<file path="config.mk">
export PLATFORM = sky130hd
export DESIGN_NAME = mock_unify_cam
export DESIGN_NICKNAME = d
export VERILOG_FILES = /design/src/rtl/mua_pkg.sv /design/src/rtl/mua_entry_store.sv /design/src/rtl/mua_match_unit.sv /design/src/rtl/mock_unify_cam.sv
export SDC_FILE = /design/constraint.sdc
export NUM_CORES = 2
export LEC_CHECK = 0
export ABC_CLOCK_PERIOD_IN_PS = 6700
export BUFFER_PORTS_ARGS = -buffer_cell sky130_fd_sc_hd__buf_2
export CORE_MARGIN = 10
export CORE_UTILIZATION = 45
export CTS_CLUSTER_DIAMETER = 200
export DETAILED_ROUTE_END_ITERATION = 10
export GPL_ROUTABILITY_DRIVEN = 0
export PLACE_DENSITY = 0.6
export SLEW_MARGIN = 20
export SYNTH_ARGS = -nofsm -noshare
export SYNTH_HDL_FRONTEND = slang
export SYNTH_SLANG_ARGS = --single-unit
export TNS_END_PERCENT = 100
</file>
<file path="constraint.sdc">
create_clock -name clk -period 6.7 [get_ports clk]
set_clock_uncertainty 0.05 [all_clocks]
set_input_delay 0.335 -clock clk [delete_from_list [all_inputs] [get_ports clk]]
set_output_delay 0.335 -clock clk [all_outputs]
set_load 0.03 [all_outputs]
</file>
<file path="src/rtl/mua_pkg.sv">
package mua_pkg;
  localparam int TOK_VAL_W = 14;

  typedef enum logic [1:0] {
    TK_ATOM  = 2'd0,
    TK_OPEN  = 2'd1,
    TK_CLOSE = 2'd2,
    TK_VAR   = 2'd3
  } tok_kind_e;

  typedef struct packed {
    tok_kind_e            kind;
    logic [TOK_VAL_W-1:0] val;
  } token_t;

  typedef enum logic [1:0] {
    SQ_IDLE  = 2'd0,
    SQ_START = 2'd1,
    SQ_RUN   = 2'd2
  } seq_state_e;
endpackage

</file>
<file path="src/rtl/mua_entry_store.sv">
module mua_entry_store
  import mua_pkg::*;
#(
  parameter int N_ENT   = 8,
  parameter int N_RD    = 4,
  parameter int MAX_TOK = 16
) (
  input  logic                       clk,
  input  logic                       rst_n,
  input  logic                       wr_en,
  input  logic [$clog2(N_ENT)-1:0]   wr_idx,
  input  token_t                     wr_tok,
  input  logic                       wr_last,
  input  logic [$clog2(N_ENT)-1:0]   rd_idx [N_RD],
  output token_t                     rd_toks [N_RD][MAX_TOK],
  output logic [$clog2(MAX_TOK+1)-1:0] rd_len [N_RD],
  output logic                       rd_ok [N_RD],
  output logic [N_ENT-1:0]           ent_ok
);
  localparam int LW = $clog2(MAX_TOK + 1);
  localparam int TW = $clog2(MAX_TOK);

  token_t            mem   [N_ENT][MAX_TOK];
  logic [LW-1:0]     len_q [N_ENT];
  logic [N_ENT-1:0]  valid_q;
  logic [N_ENT-1:0]  bad_q;
  logic [LW-1:0]     wpos;

  // token data carries no reset
  always_ff @(posedge clk) begin
    if (wr_en && (wpos < LW'(MAX_TOK)))
      mem[wr_idx][wpos[TW-1:0]] <= wr_tok;
  end

  always_ff @(posedge clk) begin
    if (!rst_n) begin
      valid_q <= '0;
      bad_q   <= '0;
      wpos    <= '0;
      for (int k = 0; k < N_ENT; k++) len_q[k] <= '0;
    end else if (wr_en) begin
      if (wpos == '0) begin
        valid_q[wr_idx] <= 1'b0;
        bad_q[wr_idx]   <= 1'b0;
      end
      if (wpos == LW'(MAX_TOK)) bad_q[wr_idx] <= 1'b1;
      if (wr_last) begin
        valid_q[wr_idx] <= 1'b1;
        len_q[wr_idx]   <= (wpos < LW'(MAX_TOK)) ? wpos + 1'b1 : LW'(MAX_TOK);
        wpos            <= '0;
      end else if (wpos < LW'(MAX_TOK)) begin
        wpos <= wpos + 1'b1;
      end
    end
  end

  assign ent_ok = valid_q & ~bad_q;

  always_comb begin
    for (int r = 0; r < N_RD; r++) begin
      rd_toks[r] = mem[rd_idx[r]];
      rd_len[r]  = len_q[rd_idx[r]];
      rd_ok[r]   = ent_ok[rd_idx[r]];
    end
  end

  for (genvar k = 0; k < N_ENT; k++) begin : g_len_chk
    assert_len_bound_R7: assert property (@(posedge clk) disable iff (!rst_n)
      len_q[k] <= LW'(MAX_TOK));
  end
endmodule

</file>
<file path="src/rtl/mua_match_unit.sv">
module mua_match_unit
  import mua_pkg::*;
#(
  parameter int MAX_TOK = 16
) (
  input  logic                         clk,
  input  logic                         rst_n,
  input  logic                         start,
  input  logic                         unify,
  input  token_t                       e_toks [MAX_TOK],
  input  logic [$clog2(MAX_TOK+1)-1:0] e_len,
  input  logic                         e_ok,
  input  token_t                       q_toks [MAX_TOK],
  input  logic [$clog2(MAX_TOK+1)-1:0] q_len,
  input  logic                         q_ok,
  output logic                         busy,
  output logic                         hit
);
  localparam int LW = $clog2(MAX_TOK + 1);
  localparam int TW = $clog2(MAX_TOK);

  logic          running;
  logic [LW-1:0] ip, jp, nest, sd;
  logic          skip_e, skip_q;

  logic [LW-1:0] n_ip, n_jp, n_nest, n_sd;
  logic          n_se, n_sq, stop, ok, e_end, q_end;
  token_t        a, b, sk;

  always_comb begin
    n_ip = ip; n_jp = jp; n_nest = nest; n_sd = sd;
    n_se = skip_e; n_sq = skip_q;
    stop = 1'b0; ok = 1'b0;
    e_end = (ip >= e_len);
    q_end = (jp >= q_len);
    a  = e_toks[ip[TW-1:0]];
    b  = q_toks[jp[TW-1:0]];
    sk = skip_e ? a : b;
    if (!e_ok || !q_ok) begin
      stop = 1'b1;
    end else if (skip_e || skip_q) begin
      // one side swallows a group opposite a variable
      if (skip_e ? e_end : q_end) begin
        stop = 1'b1;
      end else begin
        if (skip_e) n_ip = ip + 1'b1;
        else        n_jp = jp + 1'b1;
        if (sk.kind == TK_OPEN) begin
          n_sd = sd + 1'b1;
        end else if (sk.kind == TK_CLOSE) begin
          n_sd = sd - 1'b1;
          if (sd == LW'(1)) begin
            n_se = 1'b0;
            n_sq = 1'b0;
          end
        end
      end
    end else if (e_end || q_end) begin
      stop = 1'b1;
      ok   = e_end && q_end && (nest == '0);
    end else if (unify && (a.kind == TK_VAR || b.kind == TK_VAR)) begin
      n_ip = ip + 1'b1;
      n_jp = jp + 1'b1;
      if (a.kind == TK_VAR && b.kind != TK_VAR) begin
        if (b.kind == TK_CLOSE) stop = 1'b1;
        else if (b.kind == TK_OPEN) begin
          n_sq = 1'b1;
          n_sd = LW'(1);
        end
      end else if (a.kind != TK_VAR) begin
        if (a.kind == TK_CLOSE) stop = 1'b1;
        else if (a.kind == TK_OPEN) begin
          n_se = 1'b1;
          n_sd = LW'(1);
        end
      end
    end else if (a.kind != b.kind) begin
      stop = 1'b1;
    end else begin
      n_ip = ip + 1'b1;
      n_jp = jp + 1'b1;
      case (a.kind)
        TK_OPEN:  n_nest = nest + 1'b1;
        TK_CLOSE: begin
          if (nest == '0) stop = 1'b1;
          else            n_nest = nest - 1'b1;
        end
        default:  if (a.val != b.val) stop = 1'b1;
      endcase
    end
  end

  always_ff @(posedge clk) begin
    if (!rst_n) begin
      running <= 1'b0; hit <= 1'b0;
      ip <= '0; jp <= '0; nest <= '0; sd <= '0;
      skip_e <= 1'b0; skip_q <= 1'b0;
    end else if (start) begin
      running <= 1'b1; hit <= 1'b0;
      ip <= '0; jp <= '0; nest <= '0; sd <= '0;
      skip_e <= 1'b0; skip_q <= 1'b0;
    end else if (running) begin
      if (stop) begin
        running <= 1'b0;
        hit     <= ok;
      end else begin
        ip <= n_ip; jp <= n_jp; nest <= n_nest; sd <= n_sd;
        skip_e <= n_se; skip_q <= n_sq;
      end
    end
  end

  assign busy = running;

  assert_skip_one_side_R3: assert property (@(posedge clk) disable iff (!rst_n)
    !(skip_e && skip_q));
  assert_start_when_idle_R10: assert property (@(posedge clk) disable iff (!rst_n)
    start |-> !running);
  assert_ptr_in_range_R7: assert property (@(posedge clk) disable iff (!rst_n)
    (ip <= LW'(MAX_TOK)) && (jp <= LW'(MAX_TOK)));
endmodule

</file>
<file path="src/rtl/mock_unify_cam.sv">
module mock_unify_cam
  import mua_pkg::*;
#(
  parameter int N_ENT   = 8,
  parameter int N_UNITS = 4,
  parameter int MAX_TOK = 16
) (
  input  logic                       clk,
  input  logic                       rst_n,
  input  logic                       wr_valid,
  output logic                       wr_ready,
  input  logic [$clog2(N_ENT)-1:0]   wr_entry,
  input  logic [1:0]                 wr_kind,
  input  logic [TOK_VAL_W-1:0]       wr_value,
  input  logic                       wr_last,
  input  logic                       q_valid,
  output logic                       q_ready,
  input  logic [1:0]                 q_kind,
  input  logic [TOK_VAL_W-1:0]       q_value,
  input  logic                       q_last,
  input  logic                       mode_exact,
  output logic                       done,
  output logic [N_ENT-1:0]           match_vec
);
  localparam int EIW    = $clog2(N_ENT);
  localparam int LW     = $clog2(MAX_TOK + 1);
  localparam int TW     = $clog2(MAX_TOK);
  localparam int N_PASS = N_ENT / N_UNITS;
  localparam int PW     = (N_PASS > 1) ? $clog2(N_PASS) : 1;

  seq_state_e       state;
  logic [PW-1:0]    pass;
  token_t           qmem [MAX_TOK];
  logic [LW-1:0]    qpos, qlen;
  logic             qbad, mode_r;
  logic [N_ENT-1:0] acc, acc_next;

  logic [EIW-1:0]   rd_idx  [N_UNITS];
  token_t           u_etoks [N_UNITS][MAX_TOK];
  logic [LW-1:0]    u_elen  [N_UNITS];
  logic             u_eok   [N_UNITS];
  logic [N_UNITS-1:0] u_busy, u_hit;
  logic [N_ENT-1:0] ent_ok;

  logic wr_take, q_take, unit_go;

  assign wr_ready = (state == SQ_IDLE);
  assign q_ready  = (state == SQ_IDLE);
  assign wr_take  = wr_valid && wr_ready;
  assign q_take   = q_valid && q_ready;
  assign unit_go  = (state == SQ_START);

  mua_entry_store #(.N_ENT(N_ENT), .N_RD(N_UNITS), .MAX_TOK(MAX_TOK)) u_store (
    .clk     (clk),
    .rst_n   (rst_n),
    .wr_en   (wr_take),
    .wr_idx  (wr_entry),
    .wr_tok  (token_t'{kind: tok_kind_e'(wr_kind), val: wr_value}),
    .wr_last (wr_last),
    .rd_idx  (rd_idx),
    .rd_toks (u_etoks),
    .rd_len  (u_elen),
    .rd_ok   (u_eok),
    .ent_ok  (ent_ok)
  );

  for (genvar u = 0; u < N_UNITS; u++) begin : g_unit
    assign rd_idx[u] = EIW'(int'(pass) * N_UNITS + u);
    mua_match_unit #(.MAX_TOK(MAX_TOK)) u_match (
      .clk    (clk),
      .rst_n  (rst_n),
      .start  (unit_go),
      .unify  (!mode_r),
      .e_toks (u_etoks[u]),
      .e_len  (u_elen[u]),
      .e_ok   (u_eok[u]),
      .q_toks (qmem),
      .q_len  (qlen),
      .q_ok   (!qbad),
      .busy   (u_busy[u]),
      .hit    (u_hit[u])
    );
  end

  always_comb begin
    acc_next = acc;
    for (int k = 0; k < N_ENT; k++)
      if ((k / N_UNITS) == int'(pass)) acc_next[k] = u_hit[k % N_UNITS];
  end

  // query token capture
  always_ff @(posedge clk) begin
    if (q_take && (qpos < LW'(MAX_TOK)))
      qmem[qpos[TW-1:0]] <= token_t'{kind: tok_kind_e'(q_kind), val: q_value};
  end

  always_ff @(posedge clk) begin
    if (!rst_n) begin
      state <= SQ_IDLE; pass <= '0; qpos <= '0; qlen <= '0;
      qbad <= 1'b0; mode_r <= 1'b0; acc <= '0;
      match_vec <= '0; done <= 1'b0;
    end else begin
      done <= 1'b0;
      case (state)
        SQ_IDLE: if (q_take) begin
          if (qpos == '0)            qbad <= 1'b0;
          if (qpos == LW'(MAX_TOK))  qbad <= 1'b1;
          if (q_last) begin
            qlen   <= (qpos < LW'(MAX_TOK)) ? qpos + 1'b1 : LW'(MAX_TOK);
            qpos   <= '0;
            mode_r <= mode_exact;
            pass   <= '0;
            state  <= SQ_START;
          end else if (qpos < LW'(MAX_TOK)) begin
            qpos <= qpos + 1'b1;
          end
        end
        SQ_START: state <= SQ_RUN;
        SQ_RUN: if (!(|u_busy)) begin
          acc <= acc_next;
          if (pass == PW'(N_PASS - 1)) begin
            match_vec <= acc_next;
            done      <= 1'b1;
            state     <= SQ_IDLE;
          end else begin
            pass  <= pass + 1'b1;
            state <= SQ_START;
          end
        end
        default: state <= SQ_IDLE;
      endcase
    end
  end

  assert_done_one_cycle_R9: assert property (@(posedge clk) disable iff (!rst_n)
    done |=> !done);
  assert_ready_with_done_R9: assert property (@(posedge clk) disable iff (!rst_n)
    done |-> (q_ready && wr_ready));
  assert_units_quiet_idle_R10: assert property (@(posedge clk) disable iff (!rst_n)
    q_ready |-> !(|u_busy));
  assert_invalid_no_hit_R1: assert property (@(posedge clk) disable iff (!rst_n)
    done |-> ((match_vec & ~ent_ok) == '0));
endmodule

</file>
Yosys cells after proc, flatten, opt, wreduce, memory -nomap -nowiden
Memories as Yosys holds them, arrays and structs flattened. A register that Yosys moved wholly into a read port is not among the register bits.
Index checks and enable logic that the tools add are counted.
{"block": "word_totals", "reg_bits": 405, "latchBits": 0, "mem_bits_rw": 2088, "mem_bits_ro": 0, "in_bits": 42, "out_inout_bits": 11, "memories": 2}
{"name": "u_store.mem", "words": 8, "width": 256, "read_ports": 4, "rd_clocked_by_memory_dff": 1, "write_ports": 1, "line_no": "mua_entry_store.sv:23", "text": "token_t mem [N_ENT][MAX_TOK];"}
{"name": "u_store.len_q", "words": 8, "width": 5, "read_ports": 4, "rd_clocked_by_memory_dff": 1, "write_ports": 8, "line_no": "mua_entry_store.sv:24", "text": "logic [LW-1:0] len_q [N_ENT];"}
{"block": "classes", "addsub": 30, "n_mul": 0, "div": 0, "order_cmp": 28, "n_eq_ne": 123, "shifts": 0, "mux": 344, "bitwise_logic": 44, "reduce_logical": 127}
{"operator": "2-to-1 mux 5 bit", "count": 107}
{"operator": "binary-select mux 16 bit (select 4 bit)", "count": 8}
{"operator": "2-to-1 mux 16 bit", "count": 22}
{"operator": "bitwise mux 256 bit", "count": 1}
{"operator": "2-to-1 mux 256 bit", "count": 1}
{"operator": "2-to-1 mux 1 bit", "count": 173}
{"operator": "demux 16 bit (select 4 bit)", "count": 2}
{"operator": "AND reduction 12 bit", "count": 8}
{"operator": "adder 5 x 1 -> 5 bit, second input constant", "count": 18}
{"operator": "inequality test 2 bit, second input constant", "count": 33}
{"operator": "2-to-1 mux 8 bit", "count": 8}
{"operator": "inequality test 14 bit", "count": 4}
{"operator": "AND reduction 7 bit", "count": 8}
{"operator": "nonzero test 2 bit", "count": 28}
{"operator": "AND reduction 13 bit", "count": 4}
{"operator": ">= comparator 5 bit, second input constant", "count": 10}
{"operator": "NOT 4 -> 5 bit", "count": 10}
{"operator": "inequality test 2 x 1 -> 1 bit, second input constant", "count": 22}
{"operator": "== test 2 bit, second input constant", "count": 21}
{"operator": ">= comparator 5 bit", "count": 8}
{"operator": "case mux 5 bit (2 select lines)", "count": 4}
{"operator": "subtractor 5 x 1 -> 5 bit, second input constant", "count": 8}
{"operator": "AND reduction 9 bit", "count": 4}
{"operator": "zero test 5 bit", "count": 6}
{"operator": "other kinds (36)", "count": 178}

Longest topological paths before layout
An unclocked memory read counts as a cell.
{"block": "logic_depth", "word_depth": 16, "mapped_depth": 21, "mapped_depth_nobuf": 15}

Modules after synthesis
From an unflattened synthesis, not the netlist that was laid out.
{"block": "unflattened", "cells_unflattened": 8932, "area_unflattened_um2": 161567.5}
{"module": "mua_entry_store", "n_inst": 1, "cells_per_inst": 6208, "area_each_um2": 127738.8, "seq_area_each_um2": 63120.5}
{"module": "mua_match_unit at g_unit[1].u_match ...", "n_inst": 3, "cells_per_inst": 581, "area_each_um2": 6213.5, "seq_area_each_um2": 480.5}
{"module": "mock_unify_cam", "n_inst": 1, "cells_per_inst": 429, "area_each_um2": 9182.6, "seq_area_each_um2": 8247.9}
{"module": "mua_match_unit at g_unit[0].u_match", "n_inst": 1, "cells_per_inst": 552, "area_each_um2": 6005.8, "seq_area_each_um2": 480.5}

Worst setup path before layout
OpenSTA, ideal clock, no wires.
{"block": "synth_timing", "path_type": "reg-to-reg", "startpoint": "register pass", "endpoint": "register g_unit[3].u_match.nest[4]", "setup_ns": 0.128, "t_arrival_ns": 4.983, "t_required_ns": 6.522, "setup_slack_ns": 1.539, "stages_incl_launch_ff": 21, "synth_period_minus_slack_ns": 5.161, "cell_sequence": "dfxtp_1 -> buf_6 -> buf_4 -> buf_4 -> buf_4 -> buf_6 -> buf_4 -> buf_2 -> buf_1 -> clkbuf_1 -> mux2i_1 -> ha_1 -> a21o_1 -> a21o_1 -> a21o_1 -> a21oi_1 -> o221ai_1 -> nor4_1 -> nand2_1 -> xor2_1 -> nor2_1"}
{"block": "synth_between", "elab_chain_len": 15}
{"element": "start: declaration", "line_no": "mock_unify_cam.sv:32", "text": "logic [PW-1:0] pass;"}
{"element": "start signal: assignment", "line_no": "mock_unify_cam.sv:126", "text": "pass <= pass + 1'b1;"}
{"element": "adder 3 x 2 -> 3 bit *", "line_no": "mock_unify_cam.sv:68", "text": "assign rd_idx[u] = EIW'(int'(pass) * N_UNITS + u);"}
{"element": "memory read (8 x 256 bit)"}
{"element": "binary-select mux 16 bit (select 4 bit)", "line_no": "mua_match_unit.sv:36", "text": "a = e_toks[ip[TW-1:0]];"}
{"element": "2-to-1 mux 16 bit (implied by the code) (2 in series)", "line_no": "mua_match_unit.sv:36"}
{"element": "inequality test 14 bit / == test 2 bit (equally long branches)", "line_no": "mua_match_unit.sv:88, mua_match_unit.sv:71, mua_match_unit.sv:82"}
{"element": "2-to-1 mux 1 bit, on equally long branches", "line_no": "mua_match_unit.sv:88, mua_match_unit.sv:71"}
{"element": "case mux 1 bit (2 select lines) / 2-to-1 mux 1 bit (equally long branches)", "line_no": "mua_match_unit.sv:82, mua_match_unit.sv:70"}
{"element": "2-to-1 mux 1 bit, on equally long branches", "line_no": "mua_match_unit.sv:77, mua_match_unit.sv:64"}
{"element": "2-to-1 mux 1 bit", "line_no": "mua_match_unit.sv:61", "text": "end else if (unify && (a.kind == TK_VAR || b.kind == TK_VAR)) begin"}
{"element": "2-to-1 mux 1 bit", "line_no": "mua_match_unit.sv:58", "text": "end else if (e_end || q_end) begin"}
{"element": "2-to-1 mux 1 bit", "line_no": "mua_match_unit.sv:41", "text": "end else if (skip_e || skip_q) begin"}
{"element": "2-to-1 mux 1 bit", "line_no": "mua_match_unit.sv:39", "text": "if (!e_ok || !q_ok) begin"}
{"element": "NOT 1 bit (no line)"}
{"element": "AND reduction 9 bit (no line)"}
{"element": "end signal: assignment", "line_no": "mua_match_unit.sv:107", "text": "ip <= n_ip; jp <= n_jp; nest <= n_nest; sd <= n_sd;"}
{"element": "end: declaration", "line_no": "mua_match_unit.sv:23", "text": "logic [LW-1:0] ip, jp, nest, sd;"}
Every way passes the cells marked *; elsewhere a longest branch is shown, timed or not. The select of a mux whose other input is x is not followed.
A chain may end at the register's enable or synchronous reset.

Worst setup path after layout
{"block": "layout_timing", "startpoint": "register g_unit[3].u_match.ip[0]", "endpoint": "register g_unit[3].u_match.jp[0]"}
{"block": "layout_between", "elab_chain_len": 14}
{"element": "start: declaration", "line_no": "mua_match_unit.sv:23"}
{"element": "start signal: assignment", "line_no": "mua_match_unit.sv:107"}
{"element": "NOT 4 -> 5 bit (implied by the code)", "line_no": "mua_match_unit.sv:36"}
{"element": "binary-select mux 16 bit (select 4 bit)", "line_no": "mua_match_unit.sv:36"}
{"element": "2-to-1 mux 16 bit (implied by the code) (2 in series)", "line_no": "mua_match_unit.sv:36"}
{"element": "inequality test 14 bit / == test 2 bit (equally long branches)", "line_no": "mua_match_unit.sv:88, mua_match_unit.sv:71, mua_match_unit.sv:82"}
{"element": "2-to-1 mux 1 bit, on equally long branches", "line_no": "mua_match_unit.sv:88, mua_match_unit.sv:71"}
{"element": "case mux 1 bit (2 select lines) / 2-to-1 mux 1 bit (equally long branches)", "line_no": "mua_match_unit.sv:82, mua_match_unit.sv:70"}
{"element": "2-to-1 mux 1 bit, on equally long branches", "line_no": "mua_match_unit.sv:77, mua_match_unit.sv:64"}
{"element": "2-to-1 mux 1 bit", "line_no": "mua_match_unit.sv:61"}
{"element": "2-to-1 mux 1 bit", "line_no": "mua_match_unit.sv:58"}
{"element": "2-to-1 mux 1 bit", "line_no": "mua_match_unit.sv:41"}
{"element": "2-to-1 mux 1 bit", "line_no": "mua_match_unit.sv:39"}
{"element": "NOT 1 bit (no line)"}
{"element": "AND reduction 7 bit (no line)"}
{"element": "end signal: assignment", "line_no": "mua_match_unit.sv:107"}
{"element": "end: declaration", "line_no": "mua_match_unit.sv:23"}
Parallel ways exist; a longest one is shown, timed or not. The select of a mux whose other input is x is not followed.

==> flow_metrics.tcl <==
set metrics [dict create \
    status "finished, final reports clean" \
    vias_per_cell 6.22 \
    worst_slack_ps 1500 \
    min_period_ps 5200 \
    powerDensity_nw_per_um2 272 \
    max_freq_mhz 192 \
    clkTransAtPathRegs_ps 60 \
    slew_viol_final 0 \
    dpl.hpwl_um 189000 \
    wl_um 302000 \
    drive_gt1_share_pct 24.1 \
    grt_max_degree 77 \
    grt_pass1_vias 58400 \
    clkLatencyLatePin_ps 960 \
    fin_tns_setup_ps 0 \
    ys_ff_latch 2490 \
    root_buffer "clkbuf_16" \
    finalSetupViolations 0 \
    cts_tree "done" \
    syn_nets 6066 \
    cp_max_fo 55 \
    relSlewSlack_pct 19.5 \
    synth-edff-count 2344 \
    crit_start "g_unit[3].u_match.ip[0]$_SDFFE_PP0P_" \
    irDropWorstVdd_v 0.000237 \
    die_h_um 507 \
    antenna_found_initial 10 \
    nets 6332 \
    cts_resized 0 \
    overflow 0 \
    synthArstFlopShare_pct 0 \
    synth.most_common_cell "edfxtp_1" \
    holdCritPathClass "primary input to flop" \
    cts_num_sinks 2490 \
    whs_ps 30.6 \
    final_util_pct 51.2 \
    pre_cts_slack_ps 1590 \
    cts_htree_levels 5 \
    required_ps 7440 \
    grt_usage_pct 23.1 \
    io_buffers 52 \
    synth_flop_cell "edfxtp_1" \
    ys_seq_area_share_pct 68.7 \
    syn_area_um2 107000 \
    ys_warn_count 0 \
    rsz0062_at_grt "no" \
    dr.pass1.iters 8 \
    cts_made_buffers 282 \
    r2r_start "g_unit[3].u_match.ip[0]$_SDFFE_PP0P_" \
    tightest_slew_ps 1200 \
    num_rows 178 \
    grt_pass1_wl_um 434000 \
    fillers 19000 \
    start_kind "flop" \
    ioPinCount 53 \
    ys_top_cells_by_count "2344 x edfxtp_1, 624 x mux4_2, 419 x mux2i_1" \
    synth_area_leader_cell "edfxtp_1" \
    ant_nets 0 \
    crit_type "flop to flop" \
    drc 0 \
    drv_cap 0 \
    die_w_um 507 \
    netlist.area_leader.share_pct 66.0 \
    wl_per_cell_um 31.7 \
    leakage_nw 37.1 \
    vias 59300 \
    area_delta_synth_final_pct 13.0 \
    min_from "wr_value[8]" \
    cp-end-kind "flop" \
    synth_cell_types 96 \
    start_util_pct 45.3 \
    synth_top_cells_by_area "edfxtp_1 66%, mux4_2 13%, mux2i_1 3.9%" \
    core_area_um2 236000 \
    avgSynthCellArea_um2 18.0 \
    dieArea_um2 257000 \
    netlist_instances 5914 \
    ctsLongestPathBuffers 4 \
    arrival_ps 5940 \
    drt_iter0_markers 7363 \
    hold_viol 0 \
    fin_crit_sh_pct 77.6 \
]
## worst paths after layout
| check | end | slack [ps] | cells after the start |
|---|---|---|---|
| hold / removal | u_store.mem[5][136]$_DFFE_PP_ | 30 | 1 |
| hold reg to reg | match_vec[3]$_SDFFE_PN0P_ | 400 | 2 |
| setup / recovery | g_unit[3].u_match.jp[0]$_SDFFE_PP0P_ | 1500 | 11 |
| setup reg to reg | g_unit[3].u_match.jp[0]$_SDFFE_PP0P_ | 1500 | 11 |
## worst max-delay path, cell delays in order (launching register included)
cell and delay (ps):
dfxtp_4 760, buf_12 440, mux4_2 550, a22o_1 240, nor4b_1 730, or3_1 210
and4b_1 200, nand4_1 220, or4_4 560, a21oi_1 510, nand3_1 140, a21oi_1 390
## per-stage QoR
stage / cell area, um^2 / power [W] / instances
3_5_place_dp: 112000 / 0.0185 / 9005
2_1_floorplan: 107000 / 0.0179 / 5914
5_1_grt: 121000 / 0.0337 / 9526
6_report: 121000 / 0.0327 / 9530
3_3_place_gp: 111000 / 0.0185 / 9005
4_1_cts: 120000 / 0.0330 / 9523
## cell families after synthesis
group / share of synthesized area (%)
flops: 68.7
mux: 18.3
simple gates: 4.36
compound gates: 4.72
buf+inv: 2.12
fa+ha+maj: 1.32
xor+xnor: 0.492
## area by class of cell
class / count / area [um^2] / share of cell area [%]
flip-flops and latches: 2490 / 73400 / 60.9
multi-input cells: 2970 / 31600 / 26.2
clock buffers: 357 / 7560 / 6.27
well taps: 3150 / 3940 / 3.27
repair buffers: 349 / 2770 / 2.30
clock inverters: 121 / 978 / 0.812
inverters: 87 / 327 / 0.271
diodes: 6 / 15.0 / 0.0125
## per-layer routing
metal / part of all wire, % / wire (um) / vias to the layer above / GRT usage [%]
met1: 43 / 129000 / 31400 / 33.6
met2: 46 / 139000 / 2674 / 35.4
met5: 0.0076 / 23 / - / 0
met3: 8.4 / 25500 / 424 / 4.52
met4: 3.0 / 9030 / 4 / 6.81
li1: - / - / 24800 / -
## timing repair
| item | CTS | global route |
|---|---|---|
| hold buffers | 40 | 0 |
| hold endpoints to repair | 854 | 0 |
| buffers inserted | 0 | 0 |
## where the power goes
group          internal (W)  leakage [nW]  switching (W)
clock network       0.00849          4.19        0.00606
registers            0.0170          22.3      0.0000335
logic              0.000322          10.6       0.000767
## flip-flops by register name, summed over array words and instances, names as in the netlist, 8 cells and up, named ones only
register / cells
g_unit.u_match.ip: 20
g_unit.u_match.jp: 20
g_unit.u_match.nest: 20
g_unit.u_match.sd: 20
match_vec: 8
qmem: 256
u_store.len_q: 40
u_store.mem: 2048
## placed cells by master, fill, tap and decap left out, types with 40 or more instances in the layout
cell / netlist / routed
a21oi_1: 180 / 179
clkbuf_1: 172 / 62
mux4_2: 624 / 624
o221ai_1: 50 / 50
nor2_2: 0 / 49
nor3_1: 46 / 42
mux2i_1: 419 / 414
a211oi_1: 44 / 44
o22ai_1: 53 / 53
clkinv_2: 0 / 40
o21ai_0: 95 / 91
buf_4: 39 / 261
inv_1: 82 / 80
nand3_1: 70 / 70
a21o_1: 41 / 41
dlygate4sd3_1: 0 / 40
a22oi_1: 50 / 50
mux2_2: 64 / 64
nor2b_1: 54 / 49
clkinv_1: 1 / 48
dfxtp_1: 146 / 121
clkbuf_16: 0 / 290
nor2_1: 313 / 234
ha_1: 106 / 106
edfxtp_1: 2344 / 2344
nand2_1: 200 / 197
Note: power is estimated with default switching activity, not from simulation.
